### src/rtl/pacc_pkg.sv
`timescale 1ns/1ps
package pacc_pkg;

    localparam int CNT_W   = 16;
    localparam int BYTE_W  = 8;
    localparam int LANES   = CNT_W / BYTE_W;
    localparam int NFLAG   = 2;

    localparam logic [1:0] ADDR_CTRL   = 2'd0;
    localparam logic [1:0] ADDR_CNT_HI = 2'd1;
    localparam logic [1:0] ADDR_CNT_LO = 2'd2;
    localparam logic [1:0] ADDR_FLAG   = 2'd3;

    // flag positions inside the flag byte
    localparam int FLG_IN  = 0;
    localparam int FLG_OVF = 1;

    // control byte, bit5 down to bit0
    typedef struct packed {
        logic fclr;     // bit5: counter access clears flags
        logic in_ie;    // bit4: input interrupt enable
        logic ovf_ie;   // bit3: overflow interrupt enable
        logic act_low;  // bit2: falling edge / active-low gate
        logic gated;    // bit1: gated accumulation mode
        logic run;      // bit0: global enable
    } ctrl_t;

    localparam int CTRL_W = $bits(ctrl_t);

    typedef enum logic [1:0] {
        ST_IDLE      = 2'd0,
        ST_EVENT     = 2'd1,
        ST_GATE_SHUT = 2'd2,
        ST_GATE_OPEN = 2'd3
    } acc_state_t;

endpackage

### src/rtl/pacc_insync.sv
`timescale 1ns/1ps
module pacc_insync #(
    parameter int STAGES = 2
) (
    input  logic clk,
    input  logic rst_n,
    input  logic pin_i,
    output logic lvl_o,
    output logic rise_o,
    output logic fall_o
);

    logic [STAGES-1:0] chain_q;
    logic              prev_q;

    genvar g;
    generate
        for (g = 0; g < STAGES; g++) begin : g_stage
            if (g == 0) begin : g_first
                always_ff @(posedge clk or negedge rst_n) begin
                    if (!rst_n) chain_q[0] <= 1'b0;
                    else        chain_q[0] <= pin_i;
                end
            end else begin : g_next
                always_ff @(posedge clk or negedge rst_n) begin
                    if (!rst_n) chain_q[g] <= 1'b0;
                    else        chain_q[g] <= chain_q[g-1];
                end
            end
        end
    endgenerate

    always_ff @(posedge clk or negedge rst_n) begin
        if (!rst_n) prev_q <= 1'b0;
        else        prev_q <= chain_q[STAGES-1];
    end

    assign lvl_o  = chain_q[STAGES-1];
    assign rise_o =  chain_q[STAGES-1] & ~prev_q;
    assign fall_o = ~chain_q[STAGES-1] &  prev_q;

endmodule

### src/rtl/pacc_mode_fsm.sv
`timescale 1ns/1ps
module pacc_mode_fsm
    import pacc_pkg::*;
(
    input  logic clk,
    input  logic rst_n,
    input  logic run_i,
    input  logic gated_i,
    input  logic act_low_i,
    input  logic lvl_i,
    input  logic rise_i,
    input  logic fall_i,
    input  logic tick_i,
    output logic inc_o,
    output logic in_evt_o
);

    acc_state_t st_q, st_d;
    logic       gate_act;
    logic       act_edge;

    assign gate_act = lvl_i ^ act_low_i;
    assign act_edge = act_low_i ? fall_i : rise_i;

    // state register
    always_ff @(posedge clk or negedge rst_n) begin
        if (!rst_n) st_q <= ST_IDLE;
        else        st_q <= st_d;
    end

    // transitions
    always_comb begin
        st_d = st_q;
        if (!run_i) begin
            st_d = ST_IDLE;
        end else begin
            unique case (st_q)
                ST_IDLE: begin
                    if (gated_i) st_d = gate_act ? ST_GATE_OPEN : ST_GATE_SHUT;
                    else         st_d = ST_EVENT;
                end
                ST_EVENT: begin
                    if (gated_i) st_d = gate_act ? ST_GATE_OPEN : ST_GATE_SHUT;
                end
                ST_GATE_SHUT: begin
                    if (!gated_i)     st_d = ST_EVENT;
                    else if (gate_act) st_d = ST_GATE_OPEN;
                end
                ST_GATE_OPEN: begin
                    if (!gated_i)      st_d = ST_EVENT;
                    else if (!gate_act) st_d = ST_GATE_SHUT;
                end
                default: st_d = ST_IDLE;
            endcase
        end
    end

    // outputs
    always_comb begin
        inc_o    = 1'b0;
        in_evt_o = 1'b0;
        unique case (st_q)
            ST_IDLE: begin
                inc_o    = 1'b0;
                in_evt_o = 1'b0;
            end
            ST_EVENT: begin
                inc_o    = run_i & act_edge;
                in_evt_o = run_i & act_edge;
            end
            ST_GATE_SHUT: begin
                inc_o    = run_i & tick_i & gate_act;
            end
            ST_GATE_OPEN: begin
                inc_o    = run_i & tick_i & gate_act;
                in_evt_o = run_i & ~gate_act;   // trailing gate edge
            end
            default: begin
                inc_o    = 1'b0;
                in_evt_o = 1'b0;
            end
        endcase
    end

endmodule

### src/rtl/pacc_counter.sv
`timescale 1ns/1ps
module pacc_counter #(
    parameter int CW = 16,
    parameter int BW = 8
) (
    input  logic               clk,
    input  logic               rst_n,
    input  logic               inc_i,
    input  logic [CW/BW-1:0]   lane_we_i,
    input  logic [BW-1:0]      lane_wdata_i,
    output logic [CW-1:0]      count_o,
    output logic               wrap_o
);

    localparam int NL = CW / BW;

    logic [CW-1:0] cnt_q, cnt_d;
    logic          any_we;

    assign any_we = |lane_we_i;

    always_comb begin
        cnt_d = cnt_q;
        if (any_we) begin
            for (int i = 0; i < NL; i++) begin
                if (lane_we_i[i]) cnt_d[i*BW +: BW] = lane_wdata_i;
            end
        end else if (inc_i) begin
            cnt_d = cnt_q + CW'(1);
        end
    end

    always_ff @(posedge clk or negedge rst_n) begin
        if (!rst_n) cnt_q <= '0;
        else        cnt_q <= cnt_d;
    end

    assign wrap_o  = inc_i & ~any_we & (&cnt_q);
    assign count_o = cnt_q;

endmodule

### src/rtl/pacc_flags.sv
`timescale 1ns/1ps
module pacc_flags #(
    parameter int N = 2
) (
    input  logic         clk,
    input  logic         rst_n,
    input  logic [N-1:0] set_i,
    input  logic [N-1:0] w1c_i,
    input  logic         fclr_i,
    output logic [N-1:0] flag_o
);

    genvar g;
    generate
        for (g = 0; g < N; g++) begin : g_flag
            always_ff @(posedge clk or negedge rst_n) begin
                if (!rst_n)                    flag_o[g] <= 1'b0;
                else if (set_i[g])             flag_o[g] <= 1'b1;
                else if (w1c_i[g] || fclr_i)   flag_o[g] <= 1'b0;
            end
        end
    endgenerate

endmodule

### src/rtl/pacc_top.sv
`timescale 1ns/1ps
module pacc_top
    import pacc_pkg::*;
#(
    parameter int SYNC_STAGES = 2
) (
    input  logic       clk,
    input  logic       rst_n,
    input  logic       pa_pin_i,
    input  logic       tick_en_i,
    input  logic       bus_sel_i,
    input  logic       bus_wr_i,
    input  logic [1:0] bus_addr_i,
    input  logic [7:0] bus_wdata_i,
    output logic [7:0] bus_rdata_o,
    output logic       irq_ovf_o,
    output logic       irq_in_o
);

    ctrl_t            ctrl_q;
    logic             lvl, rise, fall;
    logic             inc, in_set, wrap;
    logic [LANES-1:0] lane_we;
    logic             any_we;
    logic [CNT_W-1:0] count;
    logic [NFLAG-1:0] flags, flag_set, flag_w1c;
    logic             cnt_access, fast_clr;
    logic             run, ovf_ie, in_ie;

    assign run    = ctrl_q.run;
    assign ovf_ie = ctrl_q.ovf_ie;
    assign in_ie  = ctrl_q.in_ie;

    // control register
    always_ff @(posedge clk or negedge rst_n) begin
        if (!rst_n) begin
            ctrl_q <= '0;
        end else if (bus_sel_i && bus_wr_i && bus_addr_i == ADDR_CTRL) begin
            ctrl_q <= ctrl_t'(bus_wdata_i[CTRL_W-1:0]);
        end
    end

    // counter byte lanes: lane LANES-1 is the high byte
    always_comb begin
        lane_we = '0;
        if (bus_sel_i && bus_wr_i) begin
            if (bus_addr_i == ADDR_CNT_HI) lane_we[LANES-1] = 1'b1;
            if (bus_addr_i == ADDR_CNT_LO) lane_we[0]       = 1'b1;
        end
    end
    assign any_we = |lane_we;

    assign cnt_access = bus_sel_i &&
                        (bus_addr_i == ADDR_CNT_HI || bus_addr_i == ADDR_CNT_LO);
    assign fast_clr   = ctrl_q.fclr & cnt_access;

    always_comb begin
        flag_w1c = '0;
        if (bus_sel_i && bus_wr_i && bus_addr_i == ADDR_FLAG)
            flag_w1c = bus_wdata_i[NFLAG-1:0];
    end

    always_comb begin
        flag_set          = '0;
        flag_set[FLG_OVF] = wrap;
        flag_set[FLG_IN]  = in_set;
    end

    pacc_insync #(.STAGES(SYNC_STAGES)) u_sync (
        .clk    (clk),
        .rst_n  (rst_n),
        .pin_i  (pa_pin_i),
        .lvl_o  (lvl),
        .rise_o (rise),
        .fall_o (fall)
    );

    pacc_mode_fsm u_fsm (
        .clk       (clk),
        .rst_n     (rst_n),
        .run_i     (ctrl_q.run),
        .gated_i   (ctrl_q.gated),
        .act_low_i (ctrl_q.act_low),
        .lvl_i     (lvl),
        .rise_i    (rise),
        .fall_i    (fall),
        .tick_i    (tick_en_i),
        .inc_o     (inc),
        .in_evt_o  (in_set)
    );

    pacc_counter #(.CW(CNT_W), .BW(BYTE_W)) u_cnt (
        .clk          (clk),
        .rst_n        (rst_n),
        .inc_i        (inc),
        .lane_we_i    (lane_we),
        .lane_wdata_i (bus_wdata_i),
        .count_o      (count),
        .wrap_o       (wrap)
    );

    pacc_flags #(.N(NFLAG)) u_flags (
        .clk    (clk),
        .rst_n  (rst_n),
        .set_i  (flag_set),
        .w1c_i  (flag_w1c),
        .fclr_i (fast_clr),
        .flag_o (flags)
    );

    // read mux
    always_comb begin
        bus_rdata_o = '0;
        if (bus_sel_i) begin
            unique case (bus_addr_i)
                ADDR_CTRL:   bus_rdata_o = {{(BYTE_W-CTRL_W){1'b0}}, ctrl_q};
                ADDR_CNT_HI: bus_rdata_o = count[CNT_W-1 -: BYTE_W];
                ADDR_CNT_LO: bus_rdata_o = count[BYTE_W-1:0];
                ADDR_FLAG:   bus_rdata_o = {{(BYTE_W-NFLAG){1'b0}}, flags};
                default:     bus_rdata_o = '0;
            endcase
        end
    end

    assign irq_ovf_o = flags[FLG_OVF] & ctrl_q.ovf_ie;
    assign irq_in_o  = flags[FLG_IN]  & ctrl_q.in_ie;

endmodule

### config.mk
export PLATFORM = sky130hd
export DESIGN_NAME = pacc_top
export DESIGN_NICKNAME = d
export VERILOG_FILES = /design/src/rtl/pacc_pkg.sv /design/src/rtl/pacc_insync.sv /design/src/rtl/pacc_mode_fsm.sv /design/src/rtl/pacc_counter.sv /design/src/rtl/pacc_flags.sv /design/src/rtl/pacc_top.sv
export SDC_FILE = /design/constraint.sdc
export NUM_CORES = 1
export LEC_CHECK = 0
export ABC_AREA = 1
export ABC_CLOCK_PERIOD_IN_PS = 4800
export BUFFER_PORTS_ARGS = -buffer_cell sky130_fd_sc_hd__buf_2
export CAP_MARGIN = 20
export CORE_ASPECT_RATIO = 1.5
export CORE_MARGIN = 1
export CORE_UTILIZATION = 40
export DETAILED_ROUTE_END_ITERATION = 8
export PLACE_DENSITY = 0.69
export SLEW_MARGIN = 20
export SYNTH_ARGS = -nofsm -noshare
export SYNTH_HDL_FRONTEND = slang
export SYNTH_SLANG_ARGS = --single-unit
### constraint.sdc
create_clock -name clk -period 4.8 [get_ports clk]
set_input_delay 1.2 -clock clk [delete_from_list [all_inputs] [get_ports clk]]
set_output_delay 1.2 -clock clk [all_outputs]
set_load 0.005 [all_outputs]
==> Word-level counts from Yosys, hierarchy flattened <==
Index checks and enable logic that the tools add are counted.
{ "totals": {"ff_bits": 29, "output_inout_bits": 10} }
{ "classes": {"addsub": 1, "n_eq_ne": 11, "muxes": 26, "bitwise": 16, "reduce_logical": 18} }
{ "op_table": {"columns": ["operator", "count"], "rows": [
  ["$mux W16", 2],
  ["$pmux W8 S4", 1],
  ["$mux W8", 3],
  ["$mux W2", 9],
  ["$add A16 B1 Y16 const B", 1],
  ["$reduce_and A16 Y1", 1],
  ["$and A1 B1 Y1", 11],
  ["$eq A2 B2 Y1 const B", 4],
  ["$mux W1", 8],
  ["$pmux W2 S4", 1],
  ["$reduce_bool A2 Y1", 3],
  ["$eq A2 B1 Y1 const B", 2],
  ["$logic_and A1 B1 Y1", 4],
  ["$logic_not A2 Y1", 2],
  ["$ne A2 B2 Y1 const B", 2],
  ["$ne A4 B3 Y1 const B", 1],
  ["$ne A4 B4 Y1 const B", 1],
  ["$not A1 Y1", 4],
  ["$reduce_and A2 Y1", 2],
  ["$reduce_or A2 Y1", 2],
  ["$logic_or A1 B1 Y1", 3],
  ["$ne A3 B3 Y1 const B", 1],
  ["$pmux W1 S3", 1],
  ["$reduce_and A3 Y1", 1],
  ["2 further kinds", 2]
]} }

==> Logic depth before layout (Yosys ltp) <==
Gate-level depths: netlist of the first run.
{ "depth": {"ltp_word": 8, "mapped_depth": 11, "depth_no_buf": 10} }

==> Cells and area by module <==
From an unflattened synthesis of the first run, not the netlist that was laid out.
{ "hier_totals": {"hier_cells": 324, "hier_area_um2": 2175.8} }
{ "by_module_without_submodules": {"columns": ["mod", "instances", "cells_each", "area_per_inst_um2"], "rows": [
  ["pacc_counter", 1, 171, 1189.9],
  ["pacc_top", 1, 98, 594.3],
  ["pacc_mode_fsm", 1, 38, 221.5],
  ["pacc_insync", 1, 7, 90.1],
  ["pacc_flags", 1, 10, 80.1]
]} }

==> Least setup slack after synthesis of the first run <==
Ideal clock, no wire load.
{ "synth_path": {"path_kind": "input to output", "start": "input port bus_addr_i[0]", "end": "output port bus_rdata_o[0]", "t_arrival_ps": 2105, "required_ps": 3600, "slack_ps": 1495, "stages": 7, "n_path_buf": 1, "path_cell_list": "inv_1 > ha_1 > clkbuf_1 > inv_1 > o21ai_0 > a221oi_1 > nor2_1"} }
{ "synth_via": {"elab_chain_len": 3} }
{ "synth_lines": {"columns": ["item", "line_no", "text"], "rows": [
  ["start: declaration", "pacc_top.sv:13", "input logic [1:0] bus_addr_i,"],
  ["$eq A2 B2 Y1, or another cell as far along", "pacc_top.sv:115", "unique case (bus_addr_i)"],
  ["$pmux W8 S4 *", "pacc_top.sv:115", null],
  ["$mux W8 *", "pacc_top.sv:114", "if (bus_sel_i) begin"],
  ["end: declaration", "pacc_top.sv:15", "output logic [7:0] bus_rdata_o,"]
]} }
Mark *: on every way between the ends. The rest lies on a longest branch, timed or not.

==> Worst setup path after layout of the first run <==
Ends and elaborated chain as after synthesis.

==> results of run 1 <==
power by group through the flow:
stage	combinational, mW	clock [mW]	sequential (mW)
2_1_floorplan	0.228	0	0.397
3_3_place_gp	0.285	0	0.439
3_5_place_dp	0.293	0	0.440
4_1_cts	0.295	0.276	0.435
5_1_grt	0.341	0.285	0.448
6_report	0.294	0.270	0.440
state kept, by name (all words and copies together), names as in the netlist:
register	flops
ctrl_q	3
in_ie	1
ovf_ie	1
run	1
u_cnt.count_o	16
u_flags.flag_o	2
u_fsm.st_q	2
u_sync.chain_q	1
u_sync.lvl_o	1
u_sync.prev_q	1
logic make-up (layout without fill, tap and decap cells):
logic type | after synthesis | after routing
buf+inv | 37 | 65
flops | 29 | 29
mux | 3 | 3
compound gates | 42 | 42
fa+ha+maj | 6 | 6
xor+xnor | 1 | 1
simple gates | 186 | 186
per-stage QoR:
stage,instance area [µm²],hold WS (ns),worst slack (ns)
CTS,2344,0.3680,1.249
global placement,2223,0.3337,1.277
floorplan,2057,0.3312,1.495
global route,2344,0.3678,1.127
finish,2344,0.3623,1.232
detailed placement,2223,0.3465,1.246
cells in the final DEF (no fill, tap or decap):
cell type   count
nand2_1       110
nand3_1        36
inv_1          29
dfrtp_1        29
nor2_1         27
buf_2          25
o21ai_0        19
a21oi_1        10
ha_1            6
clkbuf_8        6
nand4_1         4
nand2_2         3
nand2_4         3
mux2_2          3
o211ai_1        3
o22ai_1         2
a221oi_1        2
inv_2           1
a211oi_1        1
a31oi_1         1
clkinv_4        1
inv_4           1
o21ai_2         1
nand2_8         1
nor3_1          1
nand3b_1        1
a21boi_0        1
o21ai_1         1
o31ai_1         1
xnor2_1         1
clkinvlp_4      1
bufinv_16       1
synth_stat cells (all sizes together) (2+ instances only):
cell type  number  share of area [%]
o21ai          21                5.3
a221oi          2               0.85
buf             3                1.6
inv            31                5.8
nand2         117                 24
a21oi          10                2.4
o22ai           2               0.61
mux2            3                1.6
ha              6                3.6
nand4           4                1.2
nand3          36                8.8
o211ai          3                1.1
dfrtp          29                 35
clkbuf          2               0.37
nor2           27                4.9
per-layer routing:
| metal | global-route usage, % | vias up |
|---|---|---|
| met5 | 0 | - |
| met4 | 8.902 | 0 |
| met3 | 4.317 | 9 |
| met2 | 38.74 | 59 |
| met1 | 24.50 | 986 |
| li1 | - | 1043 |
final timing paths:
path	startpoint	end	cells past startpoint
max	bus_addr_i[0]	bus_rdata_o[0]	8
min in group asynchronous	rst_n	u_sync.chain_q[0]$_DFF_PN0_	1
min reg2reg	u_sync.chain_q[0]$_DFF_PN0_	u_sync.lvl_o$_DFF_PN0_	0
max reg2reg	u_cnt.count_o[1]$_DFFE_PN0P_	u_cnt.count_o[8]$_DFFE_PN0P_	8
min	u_sync.chain_q[0]$_DFF_PN0_	u_sync.lvl_o$_DFF_PN0_	0
max in group asynchronous	rst_n	u_cnt.count_o[13]$_DFFE_PN0P_	1
worst reg2reg max path, cell delays in order, from the launching register on:
cell and delay (ns):
dfrtp_1 0.46, ha_1 0.20, nand2_1 0.12, nor2_1 0.30, a21boi_0 0.14, o21ai_1 0.13
nand2_1 0.06, nand2_1 0.06, nand2_1 0.05
layout make-up:
type	instances	area [µm²]	area share, %
clock buffers	6	82.58	3.524
clock inverters	2	37.54	1.602
flip-flops and latches	29	725.7	30.97
multi-input cells	238	1162	49.60
repair buffers	25	125.1	5.339
inverters	32	127.6	5.446
well taps	66	82.58	3.524
==> out/results.tsv, run 1 <==
stage	metric	value	unit
status	status	complete, no violations	
cts	Post-CTS Setup Bufs	0	
cts	CTS root buf	clkbuf_8	
layout	layout cell share with drive strength beyond 1	14.16	%
job	Max-Cap Viols	0	
placed_design	IO Port Bufs	25	
routing	met3 routed WL	311	µm
logic_synthesis	Post-Syn Area per Cell	6.766	µm²
worst_setup_path	CP startpoint kind	input port	
worst_setup_path	slowest stage delay, CP	0.29	ns
timing	slew margin rel.	55.87	%
routing	Routed WL per cell	13.95	µm
worst_setup_path	CP required	3.60	ns
placed_design	Placed Cells	390	
grt	largest net degree at the start of global routing	30	
timing	Slew Viols, Final	0	
layout	Fillers	526	
logic_synthesis	area share of and/or/nand/nor cells after synthesis	39.11	%
pwr	Pwr Total	1.005	mW
worst_setup_path	FF-to-FF setup slack	3.17	ns
cts	clock latency on the worst-skew pair	0.29	ns
cts	CTS tree	done	
pwr	Lkg Pwr	1.222	nW
routing	uppermost layer routed	met4	
cts	CTS buffer count	5	
cts	H-tree levels	2	
placed_design	Post-DP HPWL	4247	µm
grt	all-layer global routing usage	21.95	%
timing	measured slew at the worst slew-check pin	0.6620	ns
logic_synthesis	Netlist cell types	30	
logic_synthesis	Synth Area in XOR/XNOR	0.4258	%
grt	initial antenna violation count	0	
grt	total global routing overflow	0	
logic_synthesis	Synthesized Nets	326	
logic_synthesis	largest family of logic cells by synthesized area	simple AND/OR/NAND/NOR gates	
logic_synthesis	Post-synth ARST share	100.0	%
die	Ports	26	
pwr	switching share of total power	39.33	%
timing	final setup vio count	0	
min_path	worst hold-check path type	reg -> reg	
timing	Max Fclk	0.2802	GHz
routing	DRT iter0 DRCs	178	
logic_synthesis	compound-gate portion of the synthesized area	11.68	%
worst_setup_path	CP top delay family	buffers and inverters	
logic_synthesis	sequential area share after synthesis	35.28	%
routing	Initial DRT Pass Iterations	4	
layout	P&R area growth vs syn	13.93	%
worst_setup_path	critical path endpoint category	output port	
layout	Core Util, Final	47.95	%
die	Die Wd	60.55	µm
routing	vias per cell	5.269	
grt	global-route wire length before repair	8997	µm
pwr	Power Internal	609.7	µW
layout	Antenna Cells	0	
timing	Hold Vio Cnt, Final	0	
routing	Routed WL	5552	µm
cts	clk slew on worst S/H paths	0.07	ns
die	Core Area	4887	µm²
worst_setup_path	Arrival @ worst endpoint	2.37	ns
logic_synthesis	Yosys warning count	0	
timing	unrepaired setup endpoints after global routing	false	
logic_synthesis	post-synthesis register bit count	29	
layout	Non-Filler Instances	398	
logic_synthesis	mux share of post-synthesis cell area	1.642	%
cts	# hold bufs at CTS	0	
worst_setup_path	Critical Path Fanout Max	8	
timing	Tmin final	3.568	ns
timing	period utilisation layout	74.34	%
layout	nets	353	
worst_setup_path	slowest library cell on the worst path	ha_1	
pwr	clock share of power	26.9	%
logic_synthesis	Synth Flop Type	dfrtp_1	
logic_synthesis	number of flops mapped to enable cells by yosys	0	
pwr	pwr dens	428.8	nW/µm²
cts	post_cts resized	0	
pwr	Reg power frac	43.8	%
pwr	Sw Pwr	395.3	µW
routing	vias after detailed routing	2097	
logic_synthesis	post-synthesis adder-cell area fraction	3.650	%
timing	Max Clock Skew	0.009554	ns
die	FP Rows	31	
cts	CTS Buffer Depth	2	
die	Initial Util	42.09	%
logic_synthesis	Mapped Area	2057	µm²
worst_setup_path	Worst Path Buf+Inv	4	
worst_setup_path	crit-path cells	buf_2, inv_1, ha_1, inv_1, o21ai_0, a221oi_1, nor2_1, buf_2	
routing	met1 WL	2192	µm
routing	post-route ant nets	0	
routing	Post-route DRC	0	
placed_design	Final Wtd Congestion	0.9141	
pwr	worst vdd ir	0.1522	mV
worst_setup_path	CP Class	in -> out	
pwr	Gate power share	29.3	%
routing	metal2 WL	2944	µm
die	Chip Height	89.83	µm
grt	vias in the first global route	1977	
logic_synthesis	Mapped Cells	304	
timing	Final TNS setup	0	ns
cts	Sink Count	29	
die	die area	5439	µm²
Power figures use the tool's default switching activity.
==> run 2: changes to the inputs <==
- ABC_CLOCK_PERIOD_IN_PS: 4800 -> 2900
- PLACE_DENSITY: 0.69 -> 0.71
- clock period: 4.8 -> 2.9 ns (I/O delays scaled with it)
==> run 2 against run 1 <==
  * Die area did not move
  * Final area did not move
  * Combinational power rose by 68%
  * Count of clock-buffer cells in the layout did not move
  * Critical endpoint unchanged
==> out/results.tsv, run 2 (same netlist as run 1, synthesis figures left out) <==
stage	metric	value	unit
routing	vias after detailed routing	2090	
pwr	Power Internal	1.009	mW
timing	Hold Vio Cnt, Final	0	
pwr	Sw Pwr	656.0	µW
timing	Tmin final	2.614	ns
pwr	Reg power frac	43.5	%
placed_design	Final Wtd Congestion	0.9506	
layout	most frequent cells in the layout	110 x nand2_1, 36 x nand3_1, 29 x inv_1, 29 x dfrtp_1, 27 x nor2_1	
cts	CTS buffer count	5	
cts	CTS root buf	clkbuf_8	
layout	Antenna Cells	0	
pwr	Gate power share	29.6	%
worst_setup_path	CP startpoint kind	input port	
cts	Sink Count	29	
worst_setup_path	CP Class	in -> out	
timing	Worst Hold Slack	0.3593	ns
timing	Final TNS setup	0	ns
timing	Slew Viols, Final	0	
worst_setup_path	Critical Path Fanout Max	8	
grt	vias in the first global route	1967	
layout	max FFs per register	16	
timing	measured slew at the worst slew-check pin	0.6711	ns
timing	slew margin rel.	55.26	%
grt	all-layer global routing usage	22.47	%
min_path	worst hold-check path type	reg -> reg	
cts	post_cts resized	0	
placed_design	Post-DP HPWL	4248	µm
grt	global-route wire length before repair	9101	µm
die	Initial Util	42.09	%
pwr	switching share of total power	39.39	%
cts	CTS tree	done	
routing	Routed WL	5541	µm
routing	Post-route DRC	0	
min_path	hold_sp	u_sync.chain_q[0]$_DFF_PN0_	
die	Ports	26	
worst_setup_path	crit path launch	bus_addr_i[0]	
pwr	Lkg Pwr	1.222	nW
worst_setup_path	Arrival @ worst endpoint	1.89	ns
worst_setup_path	CP required	2.17	ns
timing	final setup vio count	0	
pwr	worst vdd ir	0.2541	mV
pwr	pwr dens	710.6	nW/µm²
cts	CTS Buffer Depth	2	
die	Core Area	4887	µm²
worst_setup_path	critical path endpoint category	output port	
die	Die Wd	60.55	µm
cts	# hold bufs at CTS	0	
grt	initial antenna violation count	0	
timing	Max Fclk	0.3826	GHz
timing	Max Clock Skew	0.007159	ns
routing	Routed WL per cell	13.92	µm
timing	period utilisation layout	90.13	%
layout	layout cell share with drive strength beyond 1	14.16	%
grt	largest net degree at the start of global routing	30	
layout	most common cell after layout, fill and taps aside	nand2_1	
cts	Post-CTS Setup Bufs	0	
routing	DRT iter0 DRCs	164	
status	status	complete, no violations	
job	Max-Cap Viols	0	
die	Chip Height	89.83	µm
cts	H-tree levels	2	
cts	clock latency on the worst-skew pair	0.29	ns
timing	unrepaired setup endpoints after global routing	false	
cts	clk slew on worst S/H paths	0.07	ns
pwr	clock share of power	26.9	%
grt	total global routing overflow	0	
routing	post-route ant nets	0	
layout	nets	353	
placed_design	IO Port Bufs	25	
die	die area	5439	µm²
routing	Initial DRT Pass Iterations	4	
worst_setup_path	Crit Reg-Reg Startpoint	u_cnt.count_o[1]$_DFFE_PN0P_	
layout	P&R area growth vs syn	13.93	%
routing	vias per cell	5.251	
die	FP Rows	31	
[run 2: cell counts in the layout (fill, tap and decap cells not counted)]
Identical to the previous run, type by type.
[run 2: final timing paths]
kind / end / slack [ns] / cells past startpoint
setup / recovery: bus_rdata_o[0] / 0.29 / 8
hold / removal: u_sync.lvl_o$_DFF_PN0_ / 0.36 / 0
setup reg to reg: u_cnt.count_o[12]$_DFFE_PN0P_ / 1.23 / 10
hold reg to reg: u_sync.lvl_o$_DFF_PN0_ / 0.36 / 0
max in group asynchronous: ctrl_q[5]$_DFFE_PN0P_ / 1.99 / 1
min in group asynchronous: u_fsm.st_q[1]$_DFFE_PN0P_ / 0.47 / 1
[run 2: power by group through the flow]
stage / combinational (mW) / clock (mW) / sequential, mW
CTS: 0.494 / 0.455 / 0.721
global placement: 0.475 / 0 / 0.725
global route: 0.577 / 0.475 / 0.745
finish: 0.493 / 0.447 / 0.724
floorplan: 0.378 / 0 / 0.657
detailed placement: 0.490 / 0 / 0.727
[run 2: metrics by stage]
| step | setup slack, ns | area (µm²) | instances | power, mW | util, % |
|---|---|---|---|---|---|
| global route | 0.1553 | 2344 | 398 | 1.797 | 47.95 |
| detailed placement | 0.2841 | 2223 | 390 | 1.217 | 45.49 |
| CTS | 0.2776 | 2344 | 398 | 1.670 | 47.95 |
| finish | 0.2861 | 2344 | 398 | 1.665 | 47.95 |
| global placement | 0.3282 | 2223 | 390 | 1.201 | 45.49 |
| floorplan | 0.5451 | 2057 | 304 | 1.034 | - |
[run 2: cell type report]
cell class	count	area, µm²
clock buffer	6	82.58
fill	517	2544
sequential	29	725.7
timing repair buffer	25	125.1
inverter	32	127.6
clock inverter	2	37.54
multi-input combinational	238	1162
tap	66	82.58
[run 2: layer usage]
| metal | global-route usage, % | up-vias | part of all wire [%] |
|---|---|---|---|
| li1 | - | 1043 | - |
| met3 | 3.741 | 19 | 6.3 |
| met4 | 12.50 | 0 | 4.7 |
| met5 | 0 | - | 0 |
| met1 | 25.43 | 951 | 38 |
| met2 | 38.10 | 77 | 51 |
[run 2: worst max-delay path: stages]
cell	delay, ns
buf_2	0.10
inv_1	0.07
ha_1	0.28
inv_1	0.20
o21ai_0	0.11
a221oi_1	0.22
nor2_1	0.06
buf_2	0.12
